**src/rtl/panel_ser_pkg.sv**
```systemverilog
package panel_ser_pkg;

   // number of entries in the power-on list
   localparam int INIT_STEPS = 5;

   typedef enum logic [2:0] {
      PH_IDLE,
      PH_OPEN,
      PH_LOW,
      PH_HIGH,
      PH_CLOSE
   } ser_phase_e;

   typedef enum logic [1:0] {
      SQ_IDLE,
      SQ_SEND,
      SQ_WAIT
   } seq_state_e;

   // power-on list: {address, value}; order matters (reset, release, timing, mode, wake)
   function automatic logic [15:0] init_entry(input int idx);
      logic [15:0] e;
      case (idx)
         0:       e = 16'h051E;
         1:       e = 16'h055E;
         2:       e = 16'h078D;
         3:       e = 16'h1301;
         default: e = 16'h055F;
      endcase
      return e;
   endfunction

endpackage

```
**src/rtl/panel_phase_timer.sv**
```systemverilog
module panel_phase_timer #(
   parameter int HALF_DIV = 4
) (
   input  logic clk,
   input  logic rst,
   input  logic load,
   input  logic long_sel,
   output logic expire
);

   generate
      if (HALF_DIV == 1) begin : g_unit
         // short phases last one cycle; only the long phase needs a second cycle
         logic extra_q;
         always_ff @(posedge clk) begin
            if (rst)       extra_q <= 1'b0;
            else if (load) extra_q <= long_sel;
            else           extra_q <= 1'b0;
         end
         assign expire = !extra_q;
      end else begin : g_count
         localparam int CW = $clog2(2 * HALF_DIV);
         localparam logic [CW-1:0] SHORT_LD = CW'(HALF_DIV - 1);
         localparam logic [CW-1:0] LONG_LD  = CW'(2 * HALF_DIV - 1);
         logic [CW-1:0] cnt_q;
         always_ff @(posedge clk) begin
            if (rst)                cnt_q <= '0;
            else if (load)          cnt_q <= long_sel ? LONG_LD : SHORT_LD;
            else if (cnt_q != '0)   cnt_q <= cnt_q - 1'b1;
         end
         assign expire = (cnt_q == '0);
      end
   endgenerate

endmodule

```
**src/rtl/panel_frame_tx.sv**
```systemverilog
module panel_frame_tx
   import panel_ser_pkg::*;
#(
   parameter int FRAME_W  = 16,
   parameter int HALF_DIV = 4
) (
   input  logic               clk,
   input  logic               rst,
   input  logic               go,
   input  logic [FRAME_W-1:0] frame,
   output logic               fin,
   output logic               ser_en,
   output logic               ser_clk,
   output logic               ser_dat
);

   localparam int BW = $clog2(FRAME_W);
   localparam logic [BW-1:0] LAST_BIT = BW'(FRAME_W - 1);

   if (FRAME_W < 2) begin : g_bad_width
      $error("panel_frame_tx: FRAME_W must be at least 2");
   end

   ser_phase_e         phase_q, nxt_phase;
   logic [FRAME_W-1:0] sh_q, nxt_sh;
   logic [BW-1:0]      bit_q, nxt_bit;
   logic               tick, load, long_sel;

   panel_phase_timer #(.HALF_DIV(HALF_DIV)) u_timer (
      .clk      (clk),
      .rst      (rst),
      .load     (load),
      .long_sel (long_sel),
      .expire   (tick)
   );

   always_comb begin
      nxt_phase = phase_q;
      nxt_sh    = sh_q;
      nxt_bit   = bit_q;
      load      = 1'b0;
      fin       = 1'b0;
      unique case (phase_q)
         PH_IDLE: if (go) begin
            nxt_phase = PH_OPEN;
            nxt_sh    = frame;
            nxt_bit   = '0;
            load      = 1'b1;
         end
         PH_OPEN: if (tick) begin
            nxt_phase = PH_LOW;
            load      = 1'b1;
         end
         PH_LOW: if (tick) begin
            nxt_phase = PH_HIGH;
            load      = 1'b1;
         end
         PH_HIGH: if (tick) begin
            load = 1'b1;
            if (bit_q == LAST_BIT) begin
               nxt_phase = PH_CLOSE;
            end else begin
               nxt_phase = PH_LOW;
               nxt_sh    = {sh_q[FRAME_W-2:0], 1'b0};
               nxt_bit   = bit_q + 1'b1;
            end
         end
         PH_CLOSE: if (tick) begin
            nxt_phase = PH_IDLE;
            fin       = 1'b1;
         end
         default: nxt_phase = PH_IDLE;
      endcase
      long_sel = (nxt_phase == PH_CLOSE);
   end

   // pins come straight from flops, decoded from the next phase
   always_ff @(posedge clk) begin
      if (rst) begin
         phase_q <= PH_IDLE;
         sh_q    <= '0;
         bit_q   <= '0;
         ser_en  <= 1'b1;
         ser_clk <= 1'b1;
         ser_dat <= 1'b0;
      end else begin
         phase_q <= nxt_phase;
         sh_q    <= nxt_sh;
         bit_q   <= nxt_bit;
         ser_en  <= (nxt_phase == PH_IDLE) || (nxt_phase == PH_CLOSE);
         ser_clk <= (nxt_phase != PH_LOW);
         ser_dat <= ((nxt_phase == PH_LOW) || (nxt_phase == PH_HIGH)) && nxt_sh[FRAME_W-1];
      end
   end

endmodule

```
**src/rtl/panel_init_seq.sv**
```systemverilog
module panel_init_seq
   import panel_ser_pkg::*;
#(
   parameter int ADDR_W = 8,
   parameter int DATA_W = 8,
   parameter int STEPS  = INIT_STEPS
) (
   input  logic                     clk,
   input  logic                     rst,
   input  logic                     start,
   input  logic                     wr_req,
   input  logic [ADDR_W-1:0]        wr_addr,
   input  logic [DATA_W-1:0]        wr_val,
   input  logic                     tx_fin,
   output logic                     tx_go,
   output logic [ADDR_W+DATA_W-1:0] tx_frame,
   output logic                     busy,
   output logic                     done
);

   localparam int FRAME_W = ADDR_W + DATA_W;
   localparam int IW      = $clog2(STEPS);
   localparam logic [IW-1:0] LAST_IDX = IW'(STEPS - 1);

   if (STEPS < 2) begin : g_bad_steps
      $error("panel_init_seq: STEPS must be at least 2");
   end

   logic [FRAME_W-1:0] rom [STEPS];

   for (genvar g = 0; g < STEPS; g++) begin : g_rom
      localparam logic [15:0] ENTRY = init_entry(g);
      assign rom[g] = {ADDR_W'(ENTRY[15:8]), DATA_W'(ENTRY[7:0])};
   end

   seq_state_e         state_q;
   logic [IW-1:0]      idx_q;
   logic               seq_mode_q;
   logic [FRAME_W-1:0] hold_q;
   logic               done_q;

   assign tx_go    = (state_q == SQ_SEND);
   assign tx_frame = seq_mode_q ? rom[idx_q] : hold_q;
   assign busy     = (state_q != SQ_IDLE);
   assign done     = done_q;

   always_ff @(posedge clk) begin
      if (rst) begin
         state_q    <= SQ_IDLE;
         idx_q      <= '0;
         seq_mode_q <= 1'b0;
         hold_q     <= '0;
         done_q     <= 1'b0;
      end else begin
         done_q <= 1'b0;
         unique case (state_q)
            SQ_IDLE: begin
               if (start) begin
                  idx_q      <= '0;
                  seq_mode_q <= 1'b1;
                  state_q    <= SQ_SEND;
               end else if (wr_req) begin
                  seq_mode_q <= 1'b0;
                  hold_q     <= {wr_addr, wr_val};
                  state_q    <= SQ_SEND;
               end
            end
            SQ_SEND: state_q <= SQ_WAIT;
            SQ_WAIT: if (tx_fin) begin
               if (seq_mode_q && (idx_q != LAST_IDX)) begin
                  idx_q   <= idx_q + 1'b1;
                  state_q <= SQ_SEND;
               end else begin
                  state_q <= SQ_IDLE;
                  done_q  <= seq_mode_q;
               end
            end
            default: state_q <= SQ_IDLE;
         endcase
      end
   end

endmodule

```
**src/rtl/panel_serial_init.sv**
```systemverilog
module panel_serial_init
   import panel_ser_pkg::*;
#(
   parameter int ADDR_W   = 8,
   parameter int DATA_W   = 8,
   parameter int HALF_DIV = 4
) (
   input  logic              clk,
   input  logic              rst,
   input  logic              start,
   input  logic              wr_req,
   input  logic [ADDR_W-1:0] wr_addr,
   input  logic [DATA_W-1:0] wr_val,
   output logic              ser_en,
   output logic              ser_clk,
   output logic              ser_dat,
   output logic              busy,
   output logic              done
);

   localparam int FRAME_W = ADDR_W + DATA_W;

   if (ADDR_W < 8 || DATA_W < 8) begin : g_bad_fields
      $error("panel_serial_init: ADDR_W and DATA_W must hold the 8-bit power-on entries");
   end
   if (HALF_DIV < 1) begin : g_bad_div
      $error("panel_serial_init: HALF_DIV must be at least 1");
   end

   logic               tx_go, tx_fin;
   logic [FRAME_W-1:0] tx_frame;

   panel_init_seq #(
      .ADDR_W (ADDR_W),
      .DATA_W (DATA_W),
      .STEPS  (INIT_STEPS)
   ) u_seq (
      .clk      (clk),
      .rst      (rst),
      .start    (start),
      .wr_req   (wr_req),
      .wr_addr  (wr_addr),
      .wr_val   (wr_val),
      .tx_fin   (tx_fin),
      .tx_go    (tx_go),
      .tx_frame (tx_frame),
      .busy     (busy),
      .done     (done)
   );

   panel_frame_tx #(
      .FRAME_W  (FRAME_W),
      .HALF_DIV (HALF_DIV)
   ) u_tx (
      .clk     (clk),
      .rst     (rst),
      .go      (tx_go),
      .frame   (tx_frame),
      .fin     (tx_fin),
      .ser_en  (ser_en),
      .ser_clk (ser_clk),
      .ser_dat (ser_dat)
   );

endmodule

```
**config.mk**
```make
export PLATFORM = sky130hd
export DESIGN_NAME = panel_serial_init
export DESIGN_NICKNAME = d
export VERILOG_FILES = /design/src/rtl/panel_ser_pkg.sv /design/src/rtl/panel_phase_timer.sv /design/src/rtl/panel_frame_tx.sv /design/src/rtl/panel_init_seq.sv /design/src/rtl/panel_serial_init.sv
export SDC_FILE = /design/constraint.sdc
export NUM_CORES = 1
export LEC_CHECK = 0
export BUFFER_PORTS_ARGS = -buffer_cell sky130_fd_sc_hd__buf_4
export CAP_MARGIN = 20
export CORE_ASPECT_RATIO = 0.5
export CORE_UTILIZATION = 30
export CTS_BUF_LIST = sky130_fd_sc_hd__clkbuf_4 sky130_fd_sc_hd__clkbuf_8 sky130_fd_sc_hd__clkbuf_16
export DETAILED_ROUTE_END_ITERATION = 7
export SLEW_MARGIN = 20
export SYNTH_ARGS = -nofsm -noshare
export SYNTH_HDL_FRONTEND = slang
export SYNTH_SLANG_ARGS = --single-unit
```
**constraint.sdc**
```tcl
create_clock -name clk -period 2.1 [get_ports clk]
set_clock_uncertainty 0.2 [all_clocks]
set_input_delay 0.21 -clock clk [delete_from_list [all_inputs] [get_ports clk]]
set_output_delay 0.21 -clock clk [all_outputs]
set_load 0.1 [all_outputs]
```
Word level (Yosys, flattened, before mapping):

Memories as Yosys holds them, arrays and structs flattened.
Index checks and enable logic that the tools add are counted.
W data, S select, Z words.

* flip-flop bits (word level): 52
* ROM bits: 128
* input port bits: 20
* output and inout bits: 5
* logic and storage cells: 98
* memories: 1

Memories
* (name not given): words 8, width 16, read ports 1, clocked after Yosys merged registers in 0, wr ports 0, RTL line panel_init_seq.sv:43 `assign tx_frame = seq_mode_q ? rom[idx_q] : hold_q;`

* $add $sub $neg: 3
* magnitude comparators: 1
* equal/unequal tests: 19
* muxes and demuxes: 36
* bitwise logic cells: 4
* reductions and logical operators: 21

Operators by type and width (number)
* $mux W16: 6
* $mux W3: 12
* $pmux W16 S2: 1
* $pmux W3 S5: 1
* $eq A3 B2 Y1 const B: 4
* $mux W4: 3
* $reduce_bool A2 Y1: 5
* $logic_not A3 Y1: 3
* $ne A2 B2 Y1 const B: 4
* $pmux W4 S2: 1
* $reduce_and A4 Y1: 2
* $eq A3 B3 Y1 const B: 2
* $mux W1: 6
* $mux W2: 3
* $ne A3 B3 Y1 const B: 2
* $pmux W2 S3: 1
* $pmux W3 S2: 1
* $add A4 B1 Y4 const B: 1
* $eq A4 B4 Y1 const B: 1
* $ge A4 B4 Y1 const B: 1
* $ne A2 B1 Y1 const B: 2
* $not A3 Y4: 1
* $reduce_and A2 Y1: 2
* $reduce_or A4 Y1: 1
* other kinds (14): 18

Depth between registers and ports, before layout:

* depth after elaboration: 8
* gate-level depth with buffers: 9
* mapped depth without buffers: 7

By module:

A second synthesis with hierarchy kept.

* cells, all modules: 281
* area, all modules: 2478.6 sq um

By module, submodules not included
* panel_init_seq: instances 1, cells each 143, area an instance 1169.9 sq um, sequential area each 460.4 sq um
* panel_frame_tx: instances 1, cells each 119, area an instance 1124.8 sq um, sequential area each 520.5 sq um
* panel_phase_timer: instances 1, cells each 19, area an instance 183.9 sq um, sequential area each 60.1 sq um

Worst setup path before layout:

Ideal clock, no wire load.

* kind: register to register
* start: reg u_tx.u_timer.g_count.cnt_q[0]
* end: reg u_tx.ser_clk
* library setup time: 0.120 ns
* data arrival time: 1.627 ns
* required time: 1.780 ns
* path slack: 0.153 ns
* cell stages (with the launch flop): 8
* path buffers: 1
* period minus slack after synthesis: 1.947 ns
* cell sequence: dfxtp_1 -> inv_1 -> ha_1 -> and3b_1 -> buf_2 -> nor2b_1 -> a2111o_1 -> or2_1

* cells in the longest elaborated chain, start to end: 4
* elaborated cells between the ends (all ways): 7
* classes of those cells: eq/ne (1); mux (5); reduce/logical (1)

RTL lines
* start: declaration: RTL line panel_phase_timer.sv:25 `logic [CW-1:0] cnt_q;`
* start signal: assignment: RTL line panel_phase_timer.sv:28 `else if (load) cnt_q <= long_sel ? LONG_LD : SHORT_LD;`
* start signal: assignment: RTL line panel_phase_timer.sv:29 `else if (cnt_q != '0) cnt_q <= cnt_q - 1'b1;`
* $logic_not A3 Y1 (*): RTL line panel_phase_timer.sv:31 `assign expire = (cnt_q == '0);`
* $mux W3, on equally long branches
* $pmux W3 S5 (*): RTL line panel_frame_tx.sv:43 `unique case (phase_q)`
* $ne A3 B2 Y1 (*): RTL line panel_frame_tx.sv:91 `ser_clk <= (nxt_phase != PH_LOW);`
* end signal: assignment: RTL line panel_frame_tx.sv:91
* end: declaration: RTL line panel_frame_tx.sv:13 `output logic ser_clk,`

Mark *: on every way between the ends. The rest lies on a longest branch, timed or not.
A chain may end at the register's enable or synchronous reset.

Worst setup path after layout:

Same ends and word-level chain as after synthesis.

==> metrics.md <==
| Metric | Value |
|---|---|
| Register bit total from synthesis | 52 |
| Most common cell after layout, fill and taps aside | dfxtp_1 |
| Fillers | 748 |
| Num ports | 25 |
| Outcome | finished clean |
| Final Cycle Share | 94.0% |
| Pin slew with the least headroom to its limit | between 0.4 and 0.5 ns |
| Post-DP Area | about 2700 sq um |
| Worst R2R Path Depth | 6 |
| Syn Area/Cell | around 8.3 sq um |
| CTS Buffer Depth | 2 |
| DRT Wirelength | between 5000 and 6000 um |
| Pwr/cell area | 916 nW/um^2 |
| Hold Path Origin | wr_addr[6] |
| WHS Endpoint | u_seq.hold_q[14] |
| DIE HEIGHT | approximately 65 um |
| Commonest non-fill, non-tap cells in the layout | 52 x dfxtp_1, 46 x nand2_1, 37 x a21oi_1, 37 x buf_4, 22 x nand3_1 |
| Post-DRT Antenna Nets | 0 |
| Fmax | about 0.5 GHz |
| Initial drt markers | between 100 and 150 |
| Setup TNS Final | 0 ns |
| Congestion Overflow GR | 0 |
| Nets | around 350 |
| Req. time, crit path | between 2 and 2.5 ns |
| H-tree levels | 2 |
| VDD IR-drop max | ~0.49 mV |
| First drt pass iteration count | 5 |
| Syn_nets | 312 |
| # setup viols final | 0 |
| Initial antenna violation count | 0 |
| Worst-path fanout max | 6 |
| TritonCTS clock tree | done |
| Area leader, netlist | dfxtp_1 |
| CORE AREA | ~7500 sq um |
| Post-route DRC | 0 |
| Count of cell types in the netlist | 46 |
| Slew margin rel. | between 60% and 70% |
| PortBufs | 24 |
| GR Util All Layers | 14.1% |
| Pleak | 1.11 nW |
| FF-to-FF End | u_tx.ser_clk |
| Critical R2R Launch | u_tx.u_timer.g_count.cnt_q[0] |
| RSZ-0062 raised after global routing | no |
| Clk_lat worst skew | 0.29 ns |
| Synth top area share | between 40% and 50% |
| Chip width | roughly 130 um |
| Critical path launch point type | register |
| Routed length per instance | approximately 13 um |
| Starting Density | a little under a third |
| Via count | 2106 |
| Root buf cell | clkbuf_16 |
| Layout cells sized above 1 | 17.0% |
| CP max stage cell | a2111o_1 |
| FF-to-FF setup slack | 0.13 ns |
| Vias in the first global route | between 1500 and 2000 |
| Critical Path End Type | register |
| Largest net degree at the start of global routing | 46 |
| Final GP Congestion | between 0.8 and 0.9 |
| TritonCTS buffer count | 5 |
| Syn Inst Count | around 280 |
| Worst path max stage delay | roughly 0.45 ns |
| Row Count | 22 |
| Post-route minimum period | 1.97 ns |
| Max_cap viols | 0 |
| Die footprint | a little over 8000 sq um |
| Fin area | between 2000 and 3000 sq um |
| Top post-synthesis cells by area | dfxtp_1 44%, a21oi_1 7.9%, nand2_1 7.3% |
| Buffers plus inverters on the worst setup path | 1 |
| CP delay by family, top | simple AND/OR/NAND/NOR gates |
| Arrival time worst endpoint | a little under 2 ns |
| Global-route wire length before repair | 9230 um |
| Sequential area share after synthesis | 44.1% |
| DP HPWL | approximately 3800 um |
| YS warnings | 0 |
| Hold Fails Final Rpt | 0 |
| Layout area overhead | 26.4% |
| Max-slew violations | 0 |
| Diodes inserted | 0 |
| Mapped Area | 2360 sq um |
| Vias/cell | 4.88 |
| Hold Path Class | in2reg |
| Clock sinks | 52 |
| WS Path Type | reg2reg |
| Worst hold stages | 3 |
| Clock transition at path regs | 0.07 ns |
| CP Cell Sequence | inv_1 > ha_2 > and3b_2 > nor2b_1 > a2111o_1 > or2_1 |
[sequential cells by signal (all words and copies together) (netlist names), 2 cells and up]
signal,flops
u_tx.bit_q,4
u_tx.phase_q,3
u_seq.state_q,2
u_seq.idx_q,3
u_seq.hold_q,16
u_tx.sh_q,16
u_tx.u_timer.g_count.cnt_q,3
[worst register-to-register path, delay by kind of cell, from the launching register on]
kind                       cells  cell delay [ns]
DFF                            1             0.31
buffers and inverters          1             0.07
adders and majority gates      1             0.22
AOI/OAI and AO/OA              1             0.45
and+or+nand+nor                3             0.62
[cells by family after synthesis]
kind of cell             Yosys count  share of synthesized area [%]
buffers and inverters             30                           5.89
multiplexers                       2                          0.955
flip-flops                        52                           44.1
AND/OR/NAND/NOR                  114                           24.2
adder cells (fa/ha/maj)            9                           4.77
AO/OA/AOI/OAI                     73                           18.9
XOR/XNOR                           3                           1.11
[how the worst max path moves through the flow]
| stage | end | cells after the start | start |
|---|---|---|---|
| 6_report | u_tx.ser_clk | 6 | u_tx.u_timer.g_count.cnt_q[0] |
| 5_1_grt | u_tx.ser_clk | 6 | u_tx.u_timer.g_count.cnt_q[0] |
| 4_1_cts | u_tx.ser_clk | 6 | u_tx.u_timer.g_count.cnt_q[0] |
| 3_5_place_dp | u_tx.ser_clk | 6 | u_tx.u_timer.g_count.cnt_q[0] |
| 3_3_place_gp | u_tx.ser_clk | 6 | u_tx.u_timer.g_count.cnt_q[0] |
| 2_1_floorplan | u_tx.ser_clk | 7 | u_tx.u_timer.g_count.cnt_q[0] |
[cell type report]
cell class                 instances  area (sq um)  share of cell area [%]
tap                              108           135                    4.53
timing repair buffer              52           428                    14.4
inverter                          11          41.3                    1.38
multi-input combinational        201          1180                    39.7
clock buffer                       6           139                    4.66
sequential                        52          1040                    34.9
clock inverter                     2          15.0                   0.504
[cells in the mapped netlist (all sizes together)]
library cell   n
inv           11
nand3         22
and4           1
and3b          1
o22ai          1
buf           10
nor4b          2
nor3b          1
nor4           1
o211ai         5
or4b           1
nor2b          4
nand2b         4
ha             9
o221ai         1
o21a           3
a31oi         10
a21bo          1
o21ai          4
nand3b         3
or3b           1
mux2           2
nor2          11
nor3           6
nor4bb         1
a21o           1
xor2           2
a2111o         1
a21oi         37
dfxtp         52
a41o           1
clkbuf         9
and2           1
nand4          2
or2            3
nand2         46
xnor2          1
and3           3
a22oi          8
[layer usage]
layer	up-vias	global-route usage, %	part of all wire [%]
li1	1065	-	-
met5	-	0	0
met1	998	18.6	49
met2	41	23.3	46
met4	0	3.13	0.39
met3	2	3.22	4.5
[per-stage QoR]
| stage | setup slack, ns | utilization (%) | hold slack, ns | cells | total power, mW |
|---|---|---|---|---|---|
| after global routing | 0.0261 | 40.0 | 0.0129 | 432 | 2.89 |
| final | 0.127 | 40.0 | 0.00676 | 432 | 2.73 |
| after detailed placement | 0.0877 | 35.7 | 0.254 | 408 | 1.88 |
| after floorplan | 0.153 | - | 0.146 | 283 | 1.70 |
| after CTS | 0.0691 | 39.8 | 0.00268 | 431 | 2.75 |
| after global placement | 0.161 | 35.7 | 0.250 | 408 | 1.87 |
[report_power, final]
part | internal [mW] | leakage [nW] | switching, mW
clock network | 0.474 | 0.0691 | 0.360
registers | 1.08 | 0.423 | 0.0590
logic | 0.300 | 0.617 | 0.461
total | 1.85 | 1.11 | 0.880
[timing repair]
| item | 4_1_cts | 5_1_grt |
|---|---|---|
| endpoints found under the setup margin | 0 | 1 |
| hold buffers | 15 | 0 |
| hold endpoints to repair | 15 | 0 |
| resized for setup | 0 | 2 |
| buffers inserted | 0 | 1 |
Note: power is estimated with default switching activity, not from simulation.
